[src/rtl/blkmove_pkg.sv]
package blkmove_pkg;

  typedef enum logic [2:0] {
    SQ_IDLE,
    SQ_REQ,
    SQ_FIRST,
    SQ_SECOND,
    SQ_GAP
  } seq_state_t;

  localparam logic [2:0] SEL_DIR = 3'd0;
  localparam logic [2:0] SEL_DEV = 3'd1;
  localparam logic [2:0] SEL_MEM = 3'd2;
  localparam logic [2:0] SEL_CNT = 3'd3;
  localparam logic [2:0] SEL_GO  = 3'd4;
  localparam logic [2:0] SEL_ACK = 3'd5;

endpackage

[src/rtl/blkmove_cfg.sv]
module blkmove_cfg
  import blkmove_pkg::*;
#(
  parameter int ADDR_W = 16,
  parameter int CNT_W  = 8
) (
  input  logic              clk,
  input  logic              rst_n,
  input  logic              wr_en,
  input  logic [2:0]        sel,
  input  logic [ADDR_W-1:0] wdata,
  input  logic              step,
  output logic              dir_out,
  output logic [ADDR_W-1:0] dev_addr,
  output logic [ADDR_W-1:0] mem_addr,
  output logic              cnt_zero,
  output logic              cnt_last
);

  localparam logic [CNT_W-1:0] CNT_ONE = CNT_W'(1);

  logic              dir_q, dir_d;
  logic [ADDR_W-1:0] dev_q, dev_d, mem_q, mem_d;
  logic [CNT_W-1:0]  cnt_q, cnt_d;

  always_comb begin
    dir_d = dir_q;
    dev_d = dev_q;
    mem_d = mem_q;
    cnt_d = cnt_q;
    if (wr_en) begin
      case (sel)
        SEL_DIR: dir_d = wdata[0];
        SEL_DEV: dev_d = wdata;
        SEL_MEM: mem_d = wdata;
        SEL_CNT: cnt_d = wdata[CNT_W-1:0];
        default: ;
      endcase
    end else if (step) begin
      mem_d = mem_q + 1'b1;
      cnt_d = cnt_q - CNT_ONE;
    end
  end

  always_ff @(posedge clk or negedge rst_n) begin
    if (!rst_n) begin
      dir_q <= 1'b0;
      dev_q <= '0;
      mem_q <= '0;
      cnt_q <= '0;
    end else begin
      dir_q <= dir_d;
      dev_q <= dev_d;
      mem_q <= mem_d;
      cnt_q <= cnt_d;
    end
  end

  assign dir_out  = dir_q;
  assign dev_addr = dev_q;
  assign mem_addr = mem_q;
  assign cnt_zero = (cnt_q == '0);
  assign cnt_last = (cnt_q == CNT_ONE);

endmodule

[src/rtl/blkmove_seq.sv]
module blkmove_seq
  import blkmove_pkg::*;
(
  input  logic clk,
  input  logic rst_n,
  input  logic go,
  input  logic ack,
  input  logic gnt,
  input  logic cnt_zero,
  input  logic cnt_last,
  output logic busy,
  output logic done,
  output logic req,
  output logic first_cyc,
  output logic second_cyc
);

  seq_state_t st_q, st_d;
  logic       done_q, done_d;

  always_comb begin
    st_d   = st_q;
    done_d = done_q;
    if (ack || go) done_d = 1'b0;
    case (st_q)
      SQ_IDLE: begin
        if (go) begin
          if (cnt_zero) done_d = 1'b1;
          else          st_d   = SQ_REQ;
        end
      end
      SQ_REQ:    if (gnt) st_d = SQ_FIRST;
      SQ_FIRST:  st_d = SQ_SECOND;
      SQ_SECOND: begin
        if (cnt_last) begin
          st_d   = SQ_IDLE;
          done_d = 1'b1;
        end else begin
          st_d = SQ_GAP;
        end
      end
      SQ_GAP:  st_d = SQ_REQ;
      default: st_d = SQ_IDLE;
    endcase
  end

  always_ff @(posedge clk or negedge rst_n) begin
    if (!rst_n) begin
      st_q   <= SQ_IDLE;
      done_q <= 1'b0;
    end else begin
      st_q   <= st_d;
      done_q <= done_d;
    end
  end

  assign busy       = (st_q != SQ_IDLE);
  assign done       = done_q;
  assign req        = (st_q == SQ_REQ) || (st_q == SQ_FIRST) || (st_q == SQ_SECOND);
  assign first_cyc  = (st_q == SQ_FIRST);
  assign second_cyc = (st_q == SQ_SECOND);

endmodule

[src/rtl/blkmove_port.sv]
module blkmove_port #(
  parameter int ADDR_W = 16,
  parameter int DATA_W = 16
) (
  input  logic              clk,
  input  logic              rst_n,
  input  logic              first_cyc,
  input  logic              second_cyc,
  input  logic              dir_out,
  input  logic [ADDR_W-1:0] dev_addr,
  input  logic [ADDR_W-1:0] mem_addr,
  input  logic [DATA_W-1:0] rdata,
  output logic              valid,
  output logic              wr,
  output logic              io,
  output logic [ADDR_W-1:0] addr,
  output logic [DATA_W-1:0] wdata
);

  logic [DATA_W-1:0] hold_q, hold_d;

  always_comb begin
    hold_d = hold_q;
    if (first_cyc) hold_d = rdata;
  end

  always_ff @(posedge clk or negedge rst_n) begin
    if (!rst_n) hold_q <= '0;
    else        hold_q <= hold_d;
  end

  assign valid = first_cyc | second_cyc;
  assign wr    = second_cyc;
  // The source side comes first; direction 0 reads the peripheral first.
  assign io    = first_cyc ? ~dir_out : (second_cyc ? dir_out : 1'b0);
  assign addr  = io ? dev_addr : mem_addr;
  assign wdata = hold_q;

endmodule

[src/rtl/blkmove_dma.sv]
module blkmove_dma
  import blkmove_pkg::*;
#(
  parameter int ADDR_W = 16,
  parameter int DATA_W = 16,
  parameter int CNT_W  = 8
) (
  input  logic              clk,
  input  logic              rst_n,
  input  logic              cfg_we,
  input  logic [2:0]        cfg_sel,
  input  logic [ADDR_W-1:0] cfg_wdata,
  output logic              stat_busy,
  output logic              stat_done,
  output logic              irq,
  output logic              bus_req,
  input  logic              bus_gnt,
  output logic              bus_valid,
  output logic              bus_wr,
  output logic              bus_io,
  output logic [ADDR_W-1:0] bus_addr,
  output logic [DATA_W-1:0] bus_wdata,
  input  logic [DATA_W-1:0] bus_rdata
);

  logic [1:0]        rst_sync_q;
  logic              rst_int_n;
  logic              busy, done, wr_en, go, ack, step, first_cyc;
  logic              dir_q, cnt_zero, cnt_last;
  logic [ADDR_W-1:0] dev_addr, mem_addr;

  always_ff @(posedge clk or negedge rst_n) begin
    if (!rst_n) rst_sync_q <= 2'b00;
    else        rst_sync_q <= {rst_sync_q[0], 1'b1};
  end
  assign rst_int_n = rst_sync_q[1];

  assign wr_en = cfg_we & ~busy;
  assign go    = wr_en & (cfg_sel == SEL_GO);
  assign ack   = wr_en & (cfg_sel == SEL_ACK);

  blkmove_cfg #(.ADDR_W(ADDR_W), .CNT_W(CNT_W)) u_cfg (
    .clk      (clk),
    .rst_n    (rst_int_n),
    .wr_en    (wr_en),
    .sel      (cfg_sel),
    .wdata    (cfg_wdata),
    .step     (step),
    .dir_out  (dir_q),
    .dev_addr (dev_addr),
    .mem_addr (mem_addr),
    .cnt_zero (cnt_zero),
    .cnt_last (cnt_last)
  );

  blkmove_seq u_seq (
    .clk        (clk),
    .rst_n      (rst_int_n),
    .go         (go),
    .ack        (ack),
    .gnt        (bus_gnt),
    .cnt_zero   (cnt_zero),
    .cnt_last   (cnt_last),
    .busy       (busy),
    .done       (done),
    .req        (bus_req),
    .first_cyc  (first_cyc),
    .second_cyc (step)
  );

  blkmove_port #(.ADDR_W(ADDR_W), .DATA_W(DATA_W)) u_port (
    .clk        (clk),
    .rst_n      (rst_int_n),
    .first_cyc  (first_cyc),
    .second_cyc (step),
    .dir_out    (dir_q),
    .dev_addr   (dev_addr),
    .mem_addr   (mem_addr),
    .rdata      (bus_rdata),
    .valid      (bus_valid),
    .wr         (bus_wr),
    .io         (bus_io),
    .addr       (bus_addr),
    .wdata      (bus_wdata)
  );

  assign stat_busy = busy;
  assign stat_done = done;
  assign irq       = done;

endmodule

[config.mk]
export PLATFORM = sky130hd
export DESIGN_NAME = blkmove_dma
export DESIGN_NICKNAME = d
export VERILOG_FILES = /design/src/rtl/blkmove_pkg.sv /design/src/rtl/blkmove_cfg.sv /design/src/rtl/blkmove_seq.sv /design/src/rtl/blkmove_port.sv /design/src/rtl/blkmove_dma.sv
export SDC_FILE = /design/constraint.sdc
export NUM_CORES = 1
export LEC_CHECK = 0
export ABC_AREA = 0
export BUFFER_PORTS_ARGS = -buffer_cell sky130_fd_sc_hd__buf_2
export CAP_MARGIN = 10
export CORE_MARGIN = 4
export CORE_UTILIZATION = 25
export DETAILED_ROUTE_END_ITERATION = 7
export HOLD_SLACK_MARGIN = 0.1
export PLACE_DENSITY_LB_ADDON = 0.25
export REMOVE_ABC_BUFFERS = 1
export SLEW_MARGIN = 20
export SYNTH_ARGS = -nofsm -noshare
export SYNTH_HDL_FRONTEND = slang
export SYNTH_HIERARCHICAL = 1
export SYNTH_SLANG_ARGS = --single-unit
export TNS_END_PERCENT = 50
[constraint.sdc]
create_clock -name clk -period 2.6 [get_ports clk]
set_clock_uncertainty 0.15 [all_clocks]
set_input_delay 0.39 -clock clk [delete_from_list [all_inputs] [get_ports clk]]
set_output_delay 0.39 -clock clk [all_outputs]
set_load 0.1 [all_outputs]
=== Yosys cells after proc, flatten, opt, wreduce, memory -nomap -nowiden ===
Cells that the tools add are included.
W data, S select, Z words.

* Add/subtract/negate cells: 2
* Eq/ne operators: 15
* Mux-type cells: 19
* Bitwise operators: 6
* Reduce and logical (&&, ||, !) cells: 13

{| class="wikitable"
|+ Operators with widths
! operator !! count
|-
| $mux W16 || 4
|-
| $mux W8 || 3
|-
| $add A16 B1 Y16 const B || 1
|-
| $pmux W3 S5 || 1
|-
| $eq A3 B2 Y1 const B || 4
|-
| $mux W3 || 4
|-
| $eq A3 B3 Y1 const B || 3
|-
| $eq A8 B1 Y1 const B || 1
|-
| $logic_not A8 Y1 || 1
|-
| $reduce_and A2 Y1 || 4
|-
| $sub A8 B1 Y8 const B || 1
|-
| $eq A3 B1 Y1 const B || 2
|-
| $logic_not A3 Y1 || 2
|-
| $mux W1 || 6
|-
| $ne A2 B1 Y1 const B || 3
|-
| $ne A2 B2 Y1 const B || 2
|-
| $and A1 B1 Y1 || 3
|-
| $logic_or A1 B1 Y1 || 3
|-
| $reduce_and A3 Y1 || 1
|-
| $reduce_bool A3 Y1 || 1
|-
| $not A1 Y1 || 2
|-
| $pmux W1 S2 || 1
|-
| $reduce_bool A2 Y1 || 1
|-
| $or A1 B1 Y1 || 1
|}

* Bits in registers: 63
* Input bits: 39
* Output and inout bits: 39
* Logic and storage cells: 63

=== Longest topological paths before layout ===
* Depth in word-level cells: 9
* Mapped depth: 8
* Mapped depth without buffers: 6

=== By module ===
The synthesis kept the hierarchy.

{| class="wikitable"
|+ Modules (own cells, without submodules)
! module !! times used !! cells an instance !! area an instance (um^2)
|-
| blkmove_cfg || 1 || 221 || 2224.6
|-
| blkmove_port || 1 || 56 || 884.6
|-
| blkmove_seq || 1 || 23 || 216.5
|-
| blkmove_dma || 1 || 8 || 105.1
|}

=== Worst setup path after synthesis ===
OpenSTA, ideal clock, no wires.

* Path type: register -> register
* From: register u_seq.st_q[2]
* To: register u_cfg.dev_q[10] (netlist: u_cfg/dev_addr[10])
* Library setup time: 0.127 ns
* Arrival time: 2.317 ns
* Required time: 2.323 ns
* Path slack: 0.005 ns
* Cell stages (with the launch flop): 7
* Buffers on the path: 1
* Period minus slack after synthesis: 2.595 ns
* Path through: dfrtp_1 > or3_4 > nor2b_1 > inv_2 > nor4b_4 > buf_6 > mux2_1

* Cells in the longest elaborated chain, start to end: 4

{| class="wikitable"
|+ Ends and longest elaborated chain
! item !! RTL line !! source
|-
| start, declared || blkmove_seq.sv:18 || <nowiki>seq_state_t st_q, st_d;</nowiki>
|-
| start signal, assigned || blkmove_seq.sv:52 || <nowiki>st_q <= st_d;</nowiki>
|-
| $reduce_bool A3 Y1 || blkmove_seq.sv:57 || <nowiki>assign busy = (st_q != SQ_IDLE);</nowiki>
|-
| net stat_busy || blkmove_dma.sv:13 || <nowiki>output logic stat_busy,</nowiki>
|-
| $not A1 Y1 || blkmove_dma.sv:38 || <nowiki>assign wr_en = cfg_we & ~busy;</nowiki>
|-
| $and A1 B1 Y1 || blkmove_dma.sv:38 ||
|-
| net wr_en || blkmove_dma.sv:28 || <nowiki>logic busy, done, wr_en, go, ack, step, first_cyc;</nowiki>
|-
| $reduce_and A2 Y1 (no line) || -- ||
|-
| end signal, assigned || blkmove_cfg.sv:53 || <nowiki>dev_q <= dev_d;</nowiki>
|-
| end, declared || blkmove_cfg.sv:23 || <nowiki>logic [ADDR_W-1:0] dev_q, dev_d, mem_q, mem_d;</nowiki>
|}

The timed path passes the listed nets, and every way through them passes these cells.
A chain may end at the register's enable or synchronous reset.

=== Worst setup path in the final report ===
* From: register u_seq.st_q[2]
* To: output port bus_addr[2]

* Elaborated cells between the ends (all ways): 5
* Classes of those cells: eq/ne: 2; mux: 3

{| class="wikitable"
|+ RTL lines
! item !! RTL line !! source
|-
| $eq A3 B2 Y1 || blkmove_seq.sv:60 || <nowiki>assign first_cyc = (st_q == SQ_FIRST);</nowiki>
|-
| net first_cyc || blkmove_dma.sv:28 ||
|-
| $mux W1 || blkmove_port.sv:35 || <nowiki>assign io = first_cyc ? ~dir_out : (second_cyc ? dir_out : 1'b0);</nowiki>
|-
| $mux W16 || blkmove_port.sv:36 || <nowiki>assign addr = io ? dev_addr : mem_addr;</nowiki>
|-
| end, declared || blkmove_dma.sv:21 || <nowiki>output logic [ADDR_W-1:0] bus_addr,</nowiki>
|}

The timed path passes the listed nets, and every way through them passes these cells.

==> results.json <==
{
  "hold_viol": 0,
  "synth_edf_count": 0,
  "vias": 2758,
  "outcome": "finished, violations left",
  "grt-ovfl-total": 0,
  "critPathMaxStageDelay_ns": 0.46,
  "place_hpwl_um": 6780,
  "die-area_um2": 15700,
  "syn_inst": 308,
  "cts_tree": "built",
  "drcViolationCount": 0,
  "root_buffer": "clkbuf_16",
  "ys_types": 61,
  "grt_pass1_vias": 2893,
  "fmax_ghz": 0.384,
  "synth_flop_cell": "dfrtp_1",
  "clk_latency_ns": 0.33,
  "cp.required_ns": 2.06,
  "ys_seq_area_share_pct": 46.0,
  "fin_crit_ns": 2.60,
  "seqCellArea_um2": 1580,
  "antenna_left": 0,
  "violations": "negative setup slack",
  "routed_via_density": 4.76,
  "pin_count": 78,
  "area_growth_pct": 36.5,
  "cts_buffer_depth": 2,
  "utilization_pct": 35.1,
  "cp_top_family": "multiplexers",
  "slowest_stage": "dfrtp_2",
  "fin_nets": 440,
  "end_kind": "output pin",
  "clk_pin_slew_ns": 0.06,
  "cp_common_cell": "buf_12",
  "multiInputGateArea_um2": 1750,
  "synth_area_um2": 3430,
  "synth_seq_cells": 63,
  "start_util_pct": 25.7,
  "rsz0062_at_grt": "true",
  "drt_wl_total_um": 9150,
  "grt_max_degree": 23,
  "antenna_found_initial": 0,
  "startpoint_type": "flop",
  "wl_per_cell_um": 15.8,
  "cts_made_buffers": 9,
  "die_x_um": 125,
  "fillers": 1388,
  "arrival_ns": 2.06,
  "drive_gt1_share_pct": 41.3,
  "hold_path_class": "flop to async pin",
  "rows": 42,
  "worst_pin_slew_ns": 0.544,
  "async_flop_share_pct": 100,
  "max-cap-violations": 0,
  "critPathKind": "flop to output pin",
  "worst_slack_ns": -0.00212,
  "avgSynthCellArea_um2": 11.1,
  "ys_warn_count": 6,
  "cts_num_sinks": 63,
  "grtUsageTotal_pct": 12.2,
  "setup_viol": 1,
  "fin_crit_sh_pct": 100,
  "cp_max_fo": 17,
  "core_um2": 13300,
  "cp_num_buf_inv": 2,
  "numPortBuffers": 77,
  "grt_pass1_wl_um": 15500,
  "place.gp.congestion": 0.750,
  "die_h_um": 125,
  "drv_slew": 0,
  "crit_path_cell_trace": "nor3b_4 > nor2b_4 > mux2i_4 > buf_12 > mux2_2 > buf_12",
  "htree_levels": 3,
  "dr.first_iter.drc_count": 116,
  "drt_pass1_iterations": 4,
  "relSlewSlack_pct": 63.2
}
==> placed cells by master (no fill, tap or decap), types with 2 or more instances in the layout <==
| master | synthesis | routed |
|---|---|---|
| o2bb2ai_1 | 2 | 2 |
| nor2b_1 | 4 | 3 |
| a21oi_1 | 19 | 19 |
| mux2_1 | 10 | 10 |
| or2_2 | 2 | 2 |
| inv_1 | 8 | 8 |
| a221o_1 | 2 | 2 |
| mux2_2 | 30 | 25 |
| buf_4 | 2 | 13 |
| diode_2 | 0 | 2 |
| nand4_1 | 4 | 4 |
| dfrtp_1 | 63 | 59 |
| nor3_1 | 13 | 13 |
| nor4_1 | 8 | 8 |
| buf_12 | 1 | 19 |
| buf_2 | 4 | 60 |
| o21ai_0 | 14 | 14 |
| nand3_1 | 9 | 9 |
| nand2_1 | 19 | 19 |
| ha_1 | 4 | 4 |
| nor2_1 | 15 | 15 |
| mux2i_1 | 8 | 8 |
| o22ai_1 | 10 | 10 |
| dfrtp_2 | 0 | 4 |
| clkbuf_16 | 0 | 9 |
| and4_1 | 2 | 2 |
| nor3b_1 | 3 | 2 |
| mux2_4 | 9 | 14 |
| clkinvlp_4 | 0 | 3 |
| nor4b_1 | 3 | 3 |
==> routing by layer <==
metal / up-vias / GRT usage, % / share of wire [%]
li1: 1326 / - / -
met3: 9 / 4.78 / 7.6
met4: 0 / 3.06 / 0.90
met2: 85 / 18.3 / 44
met5: - / 0 / 0
met1: 1338 / 16.5 / 48
==> sequential cells by signal, indices dropped and copies added, names as in the netlist <==
register        cells
u_cfg/cnt_q         8
u_cfg/dir_out       1
u_cfg/mem_addr     16
u_seq/st_q          3
u_port/wdata       16
u_cfg/dev_addr     16
rst_sync_q          2
u_seq/done          1
==> cell families after synthesis <==
family	count (synthesis)	synth area share (%)
AO/OA/AOI/OAI	59	10.6
adder cells (fa/ha/maj)	4	1.46
buffers and inverters	24	3.90
flip-flops	63	46.0
multiplexers	58	20.1
other	1	0.109
AND/OR/NAND/NOR	99	17.9
==> Yosys cell counts, types with 3 or more instances <==
master    number  area (um^2)
dfrtp_1       63         1580
mux2_2        30          338
a21oi_1       19         95.1
nand2_1       19         71.3
nor2_1        15         56.3
o21ai_0       14         70.1
nor3_1        13         65.1
mux2_1        10          113
o22ai_1       10         62.6
mux2_4         9          135
nand3_1        9         45.0
inv_1          8         30.0
mux2i_1        8         80.1
nor4_1         8         50.1
buf_2          4         20.0
clkbuf_1       4         15.0
ha_1           4         50.1
nand4_1        4         25.0
nor2b_1        4         25.0
nor3b_1        3         22.5
nor4b_1        3         26.3
==> area by class of cell <==
cell class	instances	area share, %
multi-input combinational	221	37.4
clock buffer	11	5.18
inverter	9	0.722
clock inverter	5	1.23
antenna	2	0.107
tap	176	4.70
sequential	63	33.8
timing repair buffer	93	16.8
==> final timing paths <==
path / end / depth (start not counted) / slack, ns / startpoint
max reg2reg: u_cfg/dev_addr[14] / 6 / 0.24 / u_seq/st_q[2]
min in group clk: u_port/wdata[1] / 2 / 0.14 / bus_rdata[1]
max: bus_addr[2] / 6 / -0.002 / u_seq/st_q[2]
min reg2reg: u_cfg/dev_addr[10] / 0 / 0.09 / rst_sync_q[1]
min: u_cfg/dev_addr[10] / 0 / 0.09 / rst_sync_q[1]
max in group asynchronous: u_cfg/mem_addr[4] / 1 / 1.53 / rst_sync_q[1]
==> per-stage QoR <==
step | worst slack, ns | instances | hold WS [ns] | TNS, ns | area [um^2]
6_report | -0.00212 | 580 | 0.0862 | -0.00212 | 4680
5_1_grt | -0.0772 | 578 | 0.128 | -0.540 | 4680
4_1_cts | -0.00161 | 578 | 0.118 | -0.00230 | 4670
3_5_place_dp | 0.237 | 561 | 0.0306 | 0 | 4340
3_3_place_gp | 0.294 | 561 | 0.0318 | 0 | 4340
2_1_floorplan | -1.35 | 293 | -0.0556 | -64.66 | 3330
==> repair_timing <==
item                                    in CTS  in global routing
hold endpoints to repair                     2                  0
cloned                                       0                  0
gates resized for setup                      6                  3
buffers inserted                             0                  0
hold buffers                                 1                  0
endpoints found under the setup margin       9                 16
==> worst reg2reg max path, stage by stage, from the launching register on <==
cell     delay (ns)
dfrtp_2        0.46
or3_4          0.43
nor2b_2        0.18
inv_2          0.13
nor4b_4        0.34
buf_12         0.20
mux2_2         0.35
Power is left out: the tool's default activity adds up to more than one toggle a clock period on the data nets, which glitch-free logic cannot reach.
